==> config.mk <==
export PLATFORM = sky130hd
export DESIGN_NAME = abz_formatter
export DESIGN_NICKNAME = d
export VERILOG_FILES = /design/src/rtl/abz_pkg.sv /design/src/rtl/abz_seq.sv /design/src/rtl/abz_zgate.sv /design/src/rtl/abz_outmap.sv /design/src/rtl/abz_formatter.sv
export SDC_FILE = /design/constraint.sdc
export NUM_CORES = 1
export LEC_CHECK = 0
export ABC_AREA = 1
export BUFFER_PORTS_ARGS = -buffer_cell sky130_fd_sc_hd__buf_2
export CAP_MARGIN = 20
export CORE_MARGIN = 5
export CORE_UTILIZATION = 40
export CTS_BUF_LIST = sky130_fd_sc_hd__clkbuf_8
export DETAILED_ROUTE_END_ITERATION = 7
export SLEW_MARGIN = 20
export SYNTH_ARGS = -nofsm -noshare
export SYNTH_HDL_FRONTEND = slang
export SYNTH_HIERARCHICAL = 1
export SYNTH_SLANG_ARGS = --single-unit
==> constraint.sdc <==
create_clock -name clk -period 5.3 [get_ports clk]
set_input_delay 0.795 -clock clk [delete_from_list [all_inputs] [get_ports clk]]
set_output_delay 0.795 -clock clk [all_outputs]
set_load 0.01 [all_outputs]
==> src/rtl/abz_pkg.sv <==
package abz_pkg;
  // A/B state codes, numbered in forward order.
  localparam logic [1:0] ST_11 = 2'd0;
  localparam logic [1:0] ST_10 = 2'd1;
  localparam logic [1:0] ST_00 = 2'd2;
  localparam logic [1:0] ST_01 = 2'd3;

  function automatic logic chan_a(input logic [1:0] st);
    return (st == ST_11) || (st == ST_10);
  endfunction

  function automatic logic chan_b(input logic [1:0] st);
    return (st == ST_11) || (st == ST_01);
  endfunction
endpackage

==> src/rtl/abz_seq.sv <==
module abz_seq
  import abz_pkg::*;
#(
  parameter int POS_W = 7,
  parameter int IPF_W = POS_W + 1
) (
  input  logic             clk,
  input  logic             rst_n,
  input  logic             step_up,
  input  logic             step_dn,
  input  logic [IPF_W-1:0] ipf_i,
  output logic [1:0]       st_q,
  output logic [POS_W-1:0] pos_q,
  output logic [1:0]       st_nx,
  output logic [POS_W-1:0] pos_nx,
  output logic             moved
);
  logic [IPF_W-1:0] ipf_m1;
  logic [POS_W-1:0] pos_max;

  assign ipf_m1  = ipf_i - 1'b1;
  assign pos_max = (ipf_i == '0) ? '0 : ipf_m1[POS_W-1:0];

  always_comb begin
    moved  = step_up ^ step_dn;
    st_nx  = st_q;
    pos_nx = pos_q;
    if (step_up && !step_dn) begin
      st_nx = st_q + 2'd1;
      if (st_q == ST_01) begin
        pos_nx = (pos_q >= pos_max) ? '0 : pos_q + 1'b1;
      end
    end else if (step_dn && !step_up) begin
      st_nx = st_q - 2'd1;
      if (st_q == ST_11) begin
        pos_nx = (pos_q == '0 || pos_q > pos_max) ? pos_max : pos_q - 1'b1;
      end
    end
  end

  always_ff @(posedge clk or negedge rst_n) begin
    if (!rst_n) begin
      st_q  <= ST_11;
      pos_q <= '0;
    end else if (moved) begin
      st_q  <= st_nx;
      pos_q <= pos_nx;
    end
  end

  // no move keeps state and count
  a_r4_hold: assert property (@(posedge clk) disable iff (!rst_n)
    !(step_up ^ step_dn) |=> ($stable(st_q) && $stable(pos_q)));

  // forward wrap of the cycle counter
  a_r5_wrap_up: assert property (@(posedge clk) disable iff (!rst_n)
    (step_up && !step_dn && st_q == ST_01 && pos_q == pos_max) |=> (pos_q == '0));

  // backward wrap of the cycle counter
  a_r3_wrap_dn: assert property (@(posedge clk) disable iff (!rst_n)
    (step_dn && !step_up && st_q == ST_11 && pos_q == '0) |=> (pos_q == $past(pos_max)));
endmodule

==> src/rtl/abz_zgate.sv <==
module abz_zgate
  import abz_pkg::*;
#(
  parameter int POS_W = 7
) (
  input  logic             clk,
  input  logic             rst_n,
  input  logic             zero_en_i,
  input  logic [3:0]       st_mask,
  input  logic             cnt_gate_en,
  input  logic [POS_W-1:0] cnt_sel,
  input  logic             sync_i,
  input  logic             moved,
  input  logic [1:0]       st_nx,
  input  logic [POS_W-1:0] pos_nx,
  output logic             z_q
);
  logic mask_bit;
  logic gate;
  logic load;
  logic z_d;

  always_comb begin
    case (st_nx)
      ST_11:   mask_bit = st_mask[3];
      ST_10:   mask_bit = st_mask[2];
      ST_00:   mask_bit = st_mask[1];
      default: mask_bit = st_mask[0];
    endcase
  end

  always_comb begin
    gate = zero_en_i && mask_bit && (!cnt_gate_en || (pos_nx == cnt_sel));
    load = !sync_i || moved;
    z_d  = load ? gate : z_q;
  end

  always_ff @(posedge clk or negedge rst_n) begin
    if (!rst_n) z_q <= 1'b0;
    else        z_q <= z_d;
  end

  // synchronised index holds without an A/B move
  a_r9_sync_hold: assert property (@(posedge clk) disable iff (!rst_n)
    (sync_i && !moved) |=> $stable(z_q));

  // index can only rise from an active raw enable
  a_r6_needs_raw: assert property (@(posedge clk) disable iff (!rst_n)
    $rose(z_q) |-> $past(zero_en_i));
endmodule

==> src/rtl/abz_outmap.sv <==
module abz_outmap
  import abz_pkg::*;
(
  input  logic [1:0] st,
  input  logic       z,
  input  logic [3:0] pol_cfg,
  output logic       pa,
  output logic       na,
  output logic       pb,
  output logic       nb,
  output logic       pz,
  output logic       nz
);
  logic a_raw;
  logic b_raw;
  logic ch1;
  logic ch2;

  always_comb begin
    a_raw = chan_a(st);
    b_raw = chan_b(st);
    ch1   = pol_cfg[0] ? b_raw : a_raw;
    ch2   = pol_cfg[0] ? a_raw : b_raw;
    pa    = ch1 ^ pol_cfg[3];
    pb    = ch2 ^ pol_cfg[2];
    pz    = z ^ pol_cfg[1];
    na    = ~pa;
    nb    = ~pb;
    nz    = ~pz;
  end
endmodule

==> src/rtl/abz_formatter.sv <==
module abz_formatter
  import abz_pkg::*;
#(
  parameter int POS_W = 7
) (
  input  logic             clk,
  input  logic             rst_n,
  input  logic             step_up,
  input  logic             step_dn,
  input  logic [POS_W:0]   ipf_i,
  input  logic             zero_en_i,
  input  logic [7:0]       out_cfg_i,
  input  logic [POS_W:0]   zpos_i,
  input  logic             zsync_i,
  output logic             pa,
  output logic             na,
  output logic             pb,
  output logic             nb,
  output logic             pz,
  output logic             nz
);
  localparam int IPF_W = POS_W + 1;

  logic [1:0]       st_q;
  logic [1:0]       st_nx;
  logic [POS_W-1:0] pos_q;
  logic [POS_W-1:0] pos_nx;
  logic             moved;
  logic             z_q;

  abz_seq #(.POS_W(POS_W), .IPF_W(IPF_W)) u_seq (
    .clk     (clk),
    .rst_n   (rst_n),
    .step_up (step_up),
    .step_dn (step_dn),
    .ipf_i   (ipf_i),
    .st_q    (st_q),
    .pos_q   (pos_q),
    .st_nx   (st_nx),
    .pos_nx  (pos_nx),
    .moved   (moved)
  );

  abz_zgate #(.POS_W(POS_W)) u_zgate (
    .clk         (clk),
    .rst_n       (rst_n),
    .zero_en_i   (zero_en_i),
    .st_mask     (out_cfg_i[3:0]),
    .cnt_gate_en (zpos_i[POS_W]),
    .cnt_sel     (zpos_i[POS_W-1:0]),
    .sync_i      (zsync_i),
    .moved       (moved),
    .st_nx       (st_nx),
    .pos_nx      (pos_nx),
    .z_q         (z_q)
  );

  abz_outmap u_outmap (
    .st      (st_q),
    .z       (z_q),
    .pol_cfg (out_cfg_i[7:4]),
    .pa      (pa),
    .na      (na),
    .pb      (pb),
    .nb      (nb),
    .pz      (pz),
    .nz      (nz)
  );

  // state and count sit at their reset values in the first cycle after reset
  a_r1_reset_state: assert property (@(posedge clk)
    (!$past(rst_n) && rst_n) |-> (st_q == ST_11 && pos_q == '0 && !z_q));
endmodule

==> run_results.csv <==
group,metric,value,unit
critical_path,cpMostUsedCell,"nand2_1",
clock_tree,cts-root-buf,"clkbuf_8",
drt,drtPass1Iterations,4,
sta,tightest_slew,423,ps
grt,grt_pass1_vias,1647,
grt,grt_use_met3,0.0277,
synth,avgSynthCellArea,5.90,um2
synth,ys_seq_elements,10,
critical_path,crit_start,"ipf_i[0]",
critical_path,cp.required,5480,ps
critical_path,start_kind,"primary input",
synth,synth_nets,340,
final_layout,syn2layout_area_growth,14.5,%
grt,grt_pass1_wl,7.00,mm
power,ir_drop,0.180,mV
floorplanning,fp.coreArea,0.00426,mm2
final_layout,seq_area,250,um2
critical_path,crit_path_end_kind,"flop",
grt,busiest_layer,"met2",
sta,tns,0,ps
critical_path,slowest_delay,270,ps
clock_tree,path_clk_slew,50,ps
clock_tree,cts-buffers-inserted,3,
drt,avgRoutedWirePerCell,11.0,um
floorplanning,rows,24,
drt,post_drt_via_cell_ratio,4.71,
drt,drc,0,
clock_tree,ctsResizeCount,0,
floorplanning,start_util,0.406,
final_layout,final_area,0.00198,mm2
flow_run,drv_cap,0,
floorplanning,fp.dieW,75.8,um
power,p_per_area,437,mW/mm2
clock_tree,cts_sinks,10,
sta,timing.final.crit_share,0.631,
run_status,outcome,"finished clean",
placement,place_hpwl,3.45,mm
floorplanning,die_area,0.00574,mm2
drt,drt_wl_total,4.16,mm
sta,skew,3.16,ps
sta,rsz0062_at_grt,"false",
critical_path,cp.arrival,3520,ps
sta,finalHoldViolations,0,
final_layout,multi_input_area,0.00124,mm2
placement,place_area,0.00194,mm2
synth,synth_area,0.00173,mm2
drt,first_iter_violations,104,
clock_tree,cts_setup_buffers,0,
critical_path,critical_path.max_fanout,10,
sta,slew_headroom,0.718,
clock_tree,clockBufferDepth,2,
grt,grt-ovfl-total,0,
synth,ys_seq_area_frac,0.145,
final_layout,layout_common_cells,"nand2_1, inv_1, buf_2",
sta,final-max-slew-violation-count,0,
grt,antenna_found_initial,0,
grt,use_met1,0.204,
floorplanning,io-pin-count,36,
grt,grt_usage,0.156,
drt,num_vias,1786,
clock_tree,cts_tree,"done",
synth,syn_inst,293,
placement,gp_congestion,0.832,
critical_path,worstReg2RegStart,"u_seq/pos_q[4]",
sta,max_freq,299,MHz
grt,met2_usage,0.272,
floorplanning,die_height,75.8,um
placement,port_buffers,35,
min_path,min-delay-path-class,"primary input to asynchronous set/reset pin",
critical_path,crit_buf_inv,5,
final_layout,antenna_cells,0,
power,power.leakage,1.17,nW
critical_path,crit_type,"primary input to flop",
final_layout,fin_nets,376,
synth,yosysWarnings,6,
drt,final_antenna_net_count,0,
clock_tree,cts-htree-levels,1,
final_layout,final_common_cell,"nand2_1",
clock_tree,insertion_delay,230,ps
critical_path,crit_family,"simple AND/OR/NAND/NOR gates",
critical_path,regToRegSetupSlack,2870,ps
synth,synth_cell_types,28,
sta,fin_crit,3340,ps
critical_path,cpMaxStageDelayCell,"ha_1",
clock_tree,hold_buffers,0,
grt,grt_max_degree,14,
final_layout,nFillCells,464,
final_layout,layout-drive-gt1-share,0.205,
sta,finalSetupViolCount,0,
worst paths after layout:
check,to,depth (start not counted)
worst max-delay path,u_zgate/z_q,29
worst min-delay path,u_seq/st_q[0],1
worst max register to register,u_zgate/z_q,20
worst min register to register,u_seq/pos_q[0],2
max in group asynchronous,u_seq/pos_q[4],1
min in group clk,u_seq/pos_q[0],2
worst reg2reg max path, cell delays in order, from the launching register on:
cell and delay, ps:
dfrtp_1 480, ha_1 350, nand2_1 80, nor2_2 130, nand4_1 150, nand2_2 140
nand2_4 100, inv_2 100, nand2_1 60, nand3_1 60, nand2_1 60, and2_1 140
inv_1 50, nand2_1 40, nand2_1 70, nand2_1 60, nor2_1 110, nand2_1 50
nand2_1 50, nand2_1 50, nand2_1 50
layer usage:
metal	wire length [um]	vias to the layer above
met5	0	-
met4	0	0
met3	145	0
met2	1970	32
met1	2040	773
li1	-	981
where the power goes:
group | internal, mW | total, mW | switching (mW)
clock | 0.0497 | 0.0793 | 0.0295
sequential | 0.108 | 0.168 | 0.0595
combinational | 0.233 | 0.617 | 0.384
total | 0.391 | 0.864 | 0.473
flip-flops by register name (all words and copies together), names as in the netlist:
signal	flops
u_seq/pos_q	7
u_zgate/z_q	1
u_seq/st_q	2
Yosys cell counts:
master	n	share of area
o21ai_1	1	0.0029
o21ai_2	2	0.010
nor3_2	3	0.017
nand2_2	6	0.022
a21oi_1	9	0.026
nand3b_1	2	0.0087
nand4_1	3	0.011
nor3_4	1	0.0094
clkbuf_1	1	0.0022
buf_2	1	0.0029
o21ai_0	9	0.026
nor2_2	5	0.018
xor2_1	10	0.051
inv_2	6	0.013
nand2_4	1	0.0065
nand2_1	108	0.23
ha_1	17	0.12
nor3_1	1	0.0029
a21oi_2	2	0.010
xnor2_1	3	0.015
o221ai_1	1	0.0051
buf_6	2	0.013
inv_1	49	0.11
and2_1	1	0.0036
dfrtp_1	10	0.14
nand3_1	27	0.078
nor2_1	9	0.020
nand3_2	3	0.017
cell families after synthesis:
kind of cell | after synthesis | synth area share
buffers and inverters | 59 | 0.137
XOR/XNOR | 13 | 0.0658
adder cells (fa/ha/maj) | 17 | 0.123
flip-flops | 10 | 0.145
AND/OR/NAND/NOR | 170 | 0.449
AO/OA/AOI/OAI | 24 | 0.0803
per-stage QoR:
stage / setup slack [ps] / cells / utilization / power, mW / hold WS, ps
finish: 1960 / 379 / 0.464 / 0.864 / 426
global placement: 1780 / 376 / 0.455 / 0.782 / 551
CTS: 1970 / 379 / 0.464 / 0.869 / 431
global route: 1640 / 379 / 0.464 / 0.988 / 439
floorplan: 2240 / 293 / - / 0.647 / 496
detailed placement: 1730 / 376 / 0.455 / 0.785 / 529
area by class of cell:
cell class | instances | share of cell area
Multi-Input combinational cell | 224 | 0.627
Sequential cell | 10 | 0.126
Inverter | 55 | 0.104
Timing Repair Buffer | 35 | 0.0885
Tap cell | 52 | 0.0329
Clock buffer | 3 | 0.0209
No activity file was read; power rests on OpenSTA's default activity.
